--- config.mk ---
export PLATFORM = sky130hd
export DESIGN_NAME = branch_target_gen
export DESIGN_NICKNAME = d
export VERILOG_FILES = /design/src/rtl/branch_target_pkg.sv /design/src/rtl/btg_long.sv /design/src/rtl/btg_page.sv /design/src/rtl/btg_rel.sv /design/src/rtl/branch_target_gen.sv
export SDC_FILE = /design/constraint.sdc
export NUM_CORES = 1
export LEC_CHECK = 0
export ABC_AREA = 1
export CAP_MARGIN = 20
export CORE_MARGIN = 1.5
export CORE_UTILIZATION = 45
export DETAILED_ROUTE_END_ITERATION = 10
export PLACE_DENSITY = 0.82
export SYNTH_ARGS = -nofsm -noshare
export SYNTH_HDL_FRONTEND = slang
export SYNTH_SLANG_ARGS = --single-unit
--- constraint.sdc ---
create_clock -name vclk -period 3.15
set_clock_uncertainty 0.2 [all_clocks]
set_input_delay 0.7875 -clock vclk [all_inputs]
set_output_delay 0.7875 -clock vclk [all_outputs]
set_load 0.03 [all_outputs]
--- src/rtl/branch_target_pkg.sv ---
package branch_target_pkg;
  typedef enum logic [1:0] {
    BR_LONG = 2'b00,
    BR_PAGE = 2'b01,
    BR_REL  = 2'b10,
    BR_NONE = 2'b11
  } br_kind_e;
endpackage

--- src/rtl/btg_long.sv ---
module btg_long #(
  parameter int BYTE_W = 8,
  localparam int PC_W = 2 * BYTE_W
) (
  input  logic [BYTE_W-1:0] hi_i,
  input  logic [BYTE_W-1:0] lo_i,
  output logic [PC_W-1:0]   tgt_o
);
  assign tgt_o = {hi_i, lo_i};
endmodule

--- src/rtl/btg_page.sv ---
module btg_page #(
  parameter int BYTE_W    = 8,
  parameter int PAGE_HI_W = 3,
  localparam int PC_W   = 2 * BYTE_W,
  localparam int PAGE_W = PAGE_HI_W + BYTE_W
) (
  input  logic [PC_W-1:0]   next_pc_i,
  input  logic [BYTE_W-1:0] opcode_i,
  input  logic [BYTE_W-1:0] opnd_i,
  output logic [PC_W-1:0]   tgt_o
);
  logic [PAGE_W-1:0] field;

  // high field bits ride in the top of the opcode
  assign field = {opcode_i[BYTE_W-1 -: PAGE_HI_W], opnd_i};
  assign tgt_o = {next_pc_i[PC_W-1:PAGE_W], field};
endmodule

--- src/rtl/btg_rel.sv ---
module btg_rel #(
  parameter int BYTE_W = 8,
  localparam int PC_W  = 2 * BYTE_W,
  localparam int EXT_W = PC_W - BYTE_W
) (
  input  logic [PC_W-1:0]   next_pc_i,
  input  logic [BYTE_W-1:0] off_i,
  output logic [PC_W-1:0]   tgt_o
);
  logic [PC_W-1:0] off_ext;

  assign off_ext = {{EXT_W{off_i[BYTE_W-1]}}, off_i};
  assign tgt_o   = next_pc_i + off_ext;  // wraps mod 2^PC_W
endmodule

--- src/rtl/branch_target_gen.sv ---
module branch_target_gen
  import branch_target_pkg::*;
#(
  parameter int BYTE_W    = 8,
  parameter int PAGE_HI_W = 3,
  localparam int PC_W = 2 * BYTE_W
) (
  input  logic [PC_W-1:0]   next_pc_i,
  input  logic [1:0]        kind_i,
  input  logic [BYTE_W-1:0] opcode_i,
  input  logic [BYTE_W-1:0] opnd_a_i,
  input  logic [BYTE_W-1:0] opnd_b_i,
  output logic [PC_W-1:0]   target_o
);
  logic [PC_W-1:0] tgt_long, tgt_page, tgt_rel;
  br_kind_e        kind;

  assign kind = br_kind_e'(kind_i);

  btg_long #(.BYTE_W(BYTE_W)) i_long (
    .hi_i  (opnd_a_i),
    .lo_i  (opnd_b_i),
    .tgt_o (tgt_long)
  );

  btg_page #(.BYTE_W(BYTE_W), .PAGE_HI_W(PAGE_HI_W)) i_page (
    .next_pc_i (next_pc_i),
    .opcode_i  (opcode_i),
    .opnd_i    (opnd_a_i),
    .tgt_o     (tgt_page)
  );

  btg_rel #(.BYTE_W(BYTE_W)) i_rel (
    .next_pc_i (next_pc_i),
    .off_i     (opnd_a_i),
    .tgt_o     (tgt_rel)
  );

  always_comb begin
    unique case (kind)
      BR_LONG: target_o = tgt_long;
      BR_PAGE: target_o = tgt_page;
      BR_REL:  target_o = tgt_rel;
      default: target_o = next_pc_i;
    endcase
  end
endmodule

==> impl_metrics.ini, run 1 <==
[logic_synthesis]
ys_seq_area_share_pct = 0
synth_cells = 267
synthesis.area_um2 = 1324
yosys-top-cells-area = nand2_1 (34%), ha_1 (14%), inv_1 (11%), nand3_1 (7.6%), nand4_1 (6.6%)
yosys_warnings = 0
synth_commonest_cells = nand2_1 (120), inv_1 (40), nand3_1 (20)
yosysMostFrequentCell = nand2_1
syn_area_per_cell_um2 = 4.958
ys_types = 27
synth_area_leader_cell = nand2_1
synth_top_area_share_pct = 34.03
synth_nets = 325

[place]
placed_cell_area_um2 = 2106
dp_cells = 382
gp_congestion = 0.8861
dp_hpwl_mm = 3.663
portBuffers = 53

[timing]
worst_endpoint_kind = output port
grt-worst-endpoint = target_o[8]

[status]
status = did not finish
firstError = [ERROR GRT-0232] Routing congestion too high. Check the congestion heatmap in the GUI.
failed_stage = 5_1_grt

[grt]
overflow = 146
grt_usage_pct = 75.51
grt_max_degree = 16

[die]
initial_core_util_pct = 47.59
fp-row-count = 19
io_pins = 58
die_width_um = 57.24
fp.dieH_um = 57.24
-- cell families after synthesis --
logic type | share of synthesized area (%)
AOI/OAI and AO/OA | 8.128
xor gates and xnor gates | 1.323
adders and majority gates | 15.69
buffers and inverters | 13.99
and+or+nand+nor | 60.87
-- what timing repair did --
item,in CTS
setup endpoints to repair,15
buffers inserted,12
pin swaps,38
gates resized for setup,171
hold endpoints to repair,0
hold buffers,0
-- through the flow --
step	setup WS, ns	utilization, %
3_5_place_dp	-0.7607	75.71
3_3_place_gp	-0.7143	75.71
4_1_cts	-0.1120	92.49
2_1_floorplan	0.01148	-
-- routing by layer --
| layer | global-route usage [%] | GRT overflow |
|---|---|---|
| met5 | 0 | 0 |
| met2 | 109.5 | 100 |
| met4 | 92.36 | 46 |
| met3 | 31.97 | 0 |
| met1 | 73.00 | 0 |
==> run 2, diff against run 1 <==
--- a/config.mk
+++ b/config.mk
@@ -7,10 +7,10 @@
 export LEC_CHECK = 0
 export ABC_AREA = 1
 export CAP_MARGIN = 20
-export CORE_MARGIN = 1.5
-export CORE_UTILIZATION = 45
+export CORE_AREA = 2 2 63 65
 export DETAILED_ROUTE_END_ITERATION = 10
-export PLACE_DENSITY = 0.82
+export DIE_AREA = 0 0 65 67
+export PLACE_DENSITY_LB_ADDON = 0.15
 export SYNTH_ARGS = -nofsm -noshare
 export SYNTH_HDL_FRONTEND = slang
 export SYNTH_SLANG_ARGS = --single-unit
==> run 2 against run 1 <==
Synthesized cell count unchanged. Area after synthesis unchanged. The flow now finishes, with violations (setup timing).
==> impl_metrics.ini, run 2 <==
[logic_synthesis]
synth_top_area_share_pct = 34.03
synth_nets = 325
yosysMostFrequentCell = nand2_1
ys_seq_area_share_pct = 0
yosys-top-cells-area = nand2_1 (34%), ha_1 (14%), inv_1 (11%), nand3_1 (7.6%), nand4_1 (6.6%)
synth_commonest_cells = nand2_1 (120), inv_1 (40), nand3_1 (20)
ys_types = 27
syn_area_per_cell_um2 = 4.958
synth_cells = 267
synth_area_leader_cell = nand2_1
synthesis.area_um2 = 1324
yosys_warnings = 0

[routing]
vias_per_cell = 5.218
wire_per_inst_um = 14.81
vias = 2181
dr.first_iter.drc_count = 136
drc = 0
drtAntennaViolNets = 0
first_pass_iters = 4
wl_mm = 6.189

[die]
fp-row-count = 22
die_width_um = 65
io_pins = 58
fp.dieH_um = 67
initial_core_util_pct = 36.71
die_area_um2 = 4355
coreArea_um2 = 3606

[finish]
areaGrowthSynthToFinish_pct = 113.5
seq_cell_count = 0
final_area_um2 = 2826
final_common_cell = nand2_1
clkbuf_count = 0
drive_gt1_share_pct = 50.00
final_cell_mix = nand2_1 (84), buf_4 (42), inv_1 (32)
fill_cells = 243
seqCellArea_um2 = 0
antennaDiodeCount = 0
fin_nets = 430

[grt]
overflow = 0
grt_usage_pct = 28.82
antenna_found_initial = 0
grt_pass1_vias = 2247
grt_pass1_wl_mm = 9.901
grt_max_degree = 16

[place]
placed_cell_area_um2 = 2170
gp_congestion = 0.9069
dp_hpwl_mm = 3.811
portBuffers = 53

[timing]
finalSetupViolations = 8
setup_ws_ns = -0.1377
rsz0062_at_grt = true
worst_pin_slew_ns = 0.3144
whs_ns = 1.743
hold_viol_final = 0
period_share_pct = 104.4
drv_slew = 0
slew_headroom_pct = 79.04
period_minus_slack_ns = 3.288
max_freq_ghz = 0.3042

[power]
clock_power_share_pct = 0
fin_total_pwr_uw = 590.1
cellInternalPower_uw = 280.4
switching_share_pct = 52.49
comb_power_share_pct = 100.0
switching_power_uw = 309.7
vdd_ir_drop_max_v = 0.0001353
power_frac_seq_pct = 0
power.leakage_uw = 0.001455
powerDensity_nw_per_um2 = 208.8

[setup_path]
worstSetupStartpointType = input pin
cp-end-kind = output port
crit_arrival_ns = 2.30
worstPathRequired_ns = 2.16
critPathKind = in -> out
path_max_fanout = 5

[min_path]
hold_end = target_o[0]
min_path_cells = 4
hold_class = in -> out
min_from = next_pc_i[0]

[job]
maxCapViolCount = 0

[status]
failed_checks = setup timing
status = finished with violations

[cts]
cts_hold_buf = 0
run 2: worst max-delay path by stage:
stage	start	end	slack, ns
floorplan	next_pc_i[0]	target_o[8]	0.01
global placement	next_pc_i[6]	target_o[7]	-0.74
detailed placement	next_pc_i[6]	target_o[7]	-0.75
CTS	opnd_a_i[0]	target_o[8]	-0.1
global route	opnd_a_i[7]	target_o[15]	-0.20
finish	opnd_a_i[7]	target_o[15]	-0.14
run 2: cell families (layout without fill, tap and decap cells):
group,count (synthesis),count (layout),share of synthesized area [%]
buf+inv,48,151,13.99
xor+xnor,2,2,1.323
simple gates,183,183,60.87
fa+ha+maj,16,16,15.69
compound gates,18,18,8.128
run 2: worst max-delay path: stages:
cell and delay [ns]:
buf_8 0.11, buf_12 0.14, ha_4 0.26, nand2_1 0.10
nand2_2 0.08, inv_2 0.08, nand2_4 0.06, a21oi_2 0.18
nand2_1 0.07, nand2_1 0.07, nand3_2 0.08, a21oi_2 0.13
buf_6 0.14
run 2: timing repair:
action	in CTS	in global routing
setup buffers	9	5
pin swaps	43	27
gates resized for setup	187	44
endpoints found under the setup margin	15	15
gates cloned	1	0
run 2: area by class of cell:
type	instances	area [um2]	share of cell area, %
Timing Repair Buffer	107	1016	35.94
Multi-Input combinational cell	219	1580	55.91
Tap cell	48	60.06	2.125
Inverter	44	170.2	6.020
run 2: per-layer routing:
| layer | GRT usage [%] | wire length [um] |
|---|---|---|
| met4 | 9.309 | 113 |
| met5 | 0 | 0 |
| met2 | 54.77 | 3132 |
| met3 | 2.703 | 307 |
| met1 | 33.57 | 2635 |
run 2: power by group through the flow:
stage / combinational, uW / sequential, uW / clock (uW)
floorplan: 229 / 0 / 0
global placement: 415 / 0 / 0
detailed placement: 420 / 0 / 0
CTS: 531 / 0 / 0
global route: 631 / 0 / 0
finish: 590 / 0 / 0
run 2: metrics by stage:
stage | TNS (ns) | std cells | utilization (%) | worst slack (ns)
3_5_place_dp | -7.063 | 403 | 60.17 | -0.7493
3_3_place_gp | -6.788 | 403 | 60.17 | -0.7375
2_1_floorplan | 0 | 267 | - | 0.01148
6_report | -0.6109 | 418 | 78.38 | -0.1377
5_1_grt | -1.438 | 418 | 78.38 | -0.1985
4_1_cts | -0.3204 | 413 | 74.12 | -0.09687
(Power assumes the default switching activity.)
==> run 3, diff against run 2 <==
--- a/config.mk
+++ b/config.mk
@@ -10,7 +10,7 @@
 export CORE_AREA = 2 2 63 65
 export DETAILED_ROUTE_END_ITERATION = 10
 export DIE_AREA = 0 0 65 67
-export PLACE_DENSITY_LB_ADDON = 0.15
+export PLACE_DENSITY = 0.77
 export SYNTH_ARGS = -nofsm -noshare
 export SYNTH_HDL_FRONTEND = slang
 export SYNTH_SLANG_ARGS = --single-unit
==> constraint.sdc (replaced) <==
create_clock -name vclk -period 3.72
set_clock_uncertainty 0.2 [all_clocks]
set_input_delay 0.93 -clock vclk [all_inputs]
set_output_delay 0.93 -clock vclk [all_outputs]
set_load 0.03 [all_outputs]
==> run 3 against run 2 <==
The run now ends clean. Sequential share of layout area did not move. Global-route usage fell by 4.6 points. Count of clock-buffer cells in the layout did not move. Worst hold slack improved by 0.31 ns. Via count fell by 6.2%. Critical endpoint is now target_o[7].
==> impl_metrics.ini, run 3 (synthesized netlist as in run 2, its figures left out) <==
[routing]
dr.first_iter.drc_count = 123
drtAntennaViolNets = 0
first_pass_iters = 4
vias_per_cell = 4.964
drc = 0
vias = 2045
wl_mm = 5.294
wire_per_inst_um = 12.85

[power]
powerDensity_nw_per_um2 = 167.3
fin_total_pwr_uw = 414.8
power.leakage_uw = 0.001286
vdd_ir_drop_max_v = 0.00009712

[setup_path]
critPathKind = in -> out
crit_arrival_ns = 2.54
worstSetupStartpointType = input pin
path_max_fanout = 4
cp-end-kind = output port
worstPathRequired_ns = 2.59

[place]
gp_congestion = 0.8337
dp_hpwl_mm = 3.923
portBuffers = 53

[grt]
antenna_found_initial = 0
grt_pass1_wl_mm = 8.576
overflow = 0
grt_usage_pct = 24.26
grt_pass1_vias = 2030
grt_max_degree = 14

[timing]
slew_headroom_pct = 78.93
hold_viol_final = 0
period_share_pct = 98.56
max_freq_ghz = 0.2727
worst_pin_slew_ns = 0.3161
tns_ns = 0
drv_slew = 0
finalSetupViolations = 0
period_minus_slack_ns = 3.666
whs_ns = 2.058

[finish]
areaGrowthSynthToFinish_pct = 87.33
antennaDiodeCount = 0
final_cell_mix = nand2_1 (108), buf_4 (57), inv_1 (37)
seq_cell_count = 0
multi_input_area_um2 = 1414
drive_gt1_share_pct = 35.71
seqCellArea_um2 = 0
clkbuf_count = 0
final_util_pct = 68.77
final_common_cell = nand2_1
fin_nets = 424
fill_cells = 298

[die]
initial_core_util_pct = 36.71
die_area_um2 = 4355
fp-row-count = 22
io_pins = 58
fp.dieH_um = 67
coreArea_um2 = 3606
die_width_um = 65

[status]
status = finished clean

[job]
maxCapViolCount = 0

[cts]
cts_hold_buf = 0

[min_path]
hold_class = in -> out
[run 3: cell type report]
cell class                      count  area share [%]
Inverter                           44           6.660
Tap cell                           48           2.422
Multi-Input combinational cell    219           57.01
Timing Repair Buffer              101           33.91
[run 3: path summary, 6_finish.rpt]
path	from	cells past startpoint	end
max	next_pc_i[2]	9	target_o[7]
min	next_pc_i[6]	4	target_o[6]
[run 3: critical path, stage by stage]
cell,delay (ns)
dlygate4sd2_1,0.27
ha_4,0.23
or2_4,0.25
nand3_2,0.08
nand2_2,0.08
or2_0,0.21
nand3_1,0.08
nand4_1,0.11
clkdlybuf4s15_2,0.30
[run 3: timing repair]
item                                    4_1_cts  5_1_grt
endpoints found under the setup margin       15        9
resized for setup                            64       45
pin swaps                                    11       21
buffers inserted                              2        2
[run 3: metrics by stage]
stage / area (um2) / cells / worst slack, ns
floorplan: 1324 / 267 / 0.2194
detailed placement: 2205 / 410 / -0.8082
global route: 2480 / 412 / -0.01463
finish: 2480 / 412 / 0.05351
CTS: 2402 / 412 / -0.008669
global placement: 2205 / 410 / -0.7386
[run 3: report_power, final]
part / switching [uW] / total [uW] / internal, uW / leakage, uW
Combinational: 221 / 415 / 194 / 0.00129
Sequential: 0 / 0 / 0 / 0
Clock: 0 / 0 / 0 / 0
Total: 221 / 415 / 194 / 0.00129
[run 3: layer usage]
layer  global-route usage (%)  part of all wire (%)  routed length, um  up-vias
li1                         -                     -                  -     1048
met1                    28.83                    42               2226      912
met2                    47.81                    51               2704       77
met3                    2.027                   5.6                299        8
met4                    3.191                   1.2                 63        0
met5                        0                     0                  0        -
==> run 4, diff against run 3 <==
--- a/config.mk
+++ b/config.mk
@@ -10,6 +10,7 @@
 export CORE_AREA = 2 2 63 65
 export DETAILED_ROUTE_END_ITERATION = 10
 export DIE_AREA = 0 0 65 67
+export GPL_TIMING_DRIVEN = 0
 export PLACE_DENSITY = 0.77
 export SYNTH_ARGS = -nofsm -noshare
 export SYNTH_HDL_FRONTEND = slang
==> run 4 against run 3 <==
Non-clock buffer count fell by 44. Via count fell by 11%. Final area fell by 16%. Sequential cell count did not move. Utilization fell by 11 points. Largest power group unchanged.
==> impl_metrics.ini, run 4 (synthesized netlist as in run 2, its figures left out) <==
[timing]
max_freq_ghz = 0.2746
setup_ws_ns = 0.07778
period_share_pct = 97.91
period_minus_slack_ns = 3.642
whs_ns = 2.126
worst_pin_slew_ns = 0.3074
finalSetupViolations = 0
rsz0062_at_grt = true
hold_viol_final = 0
slew_headroom_pct = 79.49
drv_slew = 0

[grt]
antenna_found_initial = 0
grt_usage_pct = 21.21
grt_pass1_wl_mm = 7.445
grt_pass1_vias = 1709
overflow = 0
grt_max_degree = 12

[finish]
fill_cells = 358
areaGrowthSynthToFinish_pct = 57.66
final_cell_mix = nand2_1 (115), inv_1 (37), nand3_1 (19)
seqCellArea_um2 = 0
drive_gt1_share_pct = 20.94
fin_nets = 380
final_area_um2 = 2087
seq_cell_count = 0
clkbuf_count = 0
antennaDiodeCount = 0
final_common_cell = nand2_1

[place]
dp_hpwl_mm = 3.440
placed_cell_area_um2 = 1914
portBuffers = 53
gp_congestion = 0.8917
pre_cts_ws_ns = -0.9481

[routing]
vias_per_cell = 4.951
drtAntennaViolNets = 0
wire_per_inst_um = 12.35
wl_mm = 4.544
dr.first_iter.drc_count = 49
first_pass_iters = 4
drc = 0
vias = 1822

[power]
power_frac_seq_pct = 0
comb_power_share_pct = 100.0
powerDensity_nw_per_um2 = 162.3
power.leakage_uw = 0.001066
vdd_ir_drop_max_v = 0.00007090
switching_share_pct = 58.61
clock_power_share_pct = 0
cellInternalPower_uw = 140.2
switching_power_uw = 198.5

[die]
coreArea_um2 = 3606
initial_core_util_pct = 36.71
fp.dieH_um = 67
fp-row-count = 22
io_pins = 58
die_width_um = 65
die_area_um2 = 4355

[setup_path]
worstPathRequired_ns = 2.59
cp-end-kind = output port
path_max_fanout = 4
crit_arrival_ns = 2.51
worstSetupStartpointType = input pin
critPathKind = in -> out

[job]
maxCapViolCount = 0

[status]
status = finished clean

[min_path]
hold_class = in -> out
==> run 4: final cells by class <==
cell class                 count  area (um2)  area share (%)
tap                           48       60.06           2.878
inverter                      44       165.2           7.914
multi-input combinational    219        1364           65.35
timing repair buffer          53       470.5           22.54
buffer                         4       27.53           1.319
==> run 4: power groups by stage <==
| stage | Sequential [uW] | Clock (uW) | Combinational, uW |
|---|---|---|---|
| global placement | 0 | 0 | 311 |
| finish | 0 | 0 | 339 |
| CTS | 0 | 0 | 328 |
| floorplan | 0 | 0 | 193 |
| global route | 0 | 0 | 372 |
| detailed placement | 0 | 0 | 314 |
==> run 4: worst max-delay path: stages <==
cell and delay [ns]:
dlygate4sd2_1 0.24, inv_2 0.06, fa_2 0.41, inv_2 0.08
nand3_1 0.08, nand3_2 0.11, nand3_1 0.11, nand3_1 0.08
nand2_1 0.05, nand3_1 0.06, nand4_1 0.10, buf_2 0.20
==> run 4: stage by stage <==
stage	total power (uW)	TNS, ns	std cells	util, %
2_1_floorplan	192.8	0	267	-
3_3_place_gp	310.9	-11.19	368	53.09
3_5_place_dp	313.9	-11.40	368	53.09
4_1_cts	327.6	0	368	56.66
5_1_grt	372.2	-0.01270	368	57.88
6_report	338.6	0	368	57.88
==> run 4: layer usage <==
metal | track usage, % | wire length, um
met5 | 0 | 0
met4 | 4.521 | 42
met3 | 1.182 | 243
met2 | 38.66 | 2180
met1 | 27.33 | 2078
==> run 4: final timing paths <==
check / startpoint / end / slack (ns) / cells after the start
worst min-delay path: opnd_a_i[0] / target_o[8] / 2.13 / 4
worst max-delay path: next_pc_i[1] / target_o[12] / 0.08 / 12
==> run 4: what timing repair did <==
action	in CTS	in global routing
pin swaps	3	2
endpoints found under the hold margin	0	0
hold buffers	0	0
setup buffers	0	0
gates resized for setup	134	18
endpoints found under the setup margin	16	15
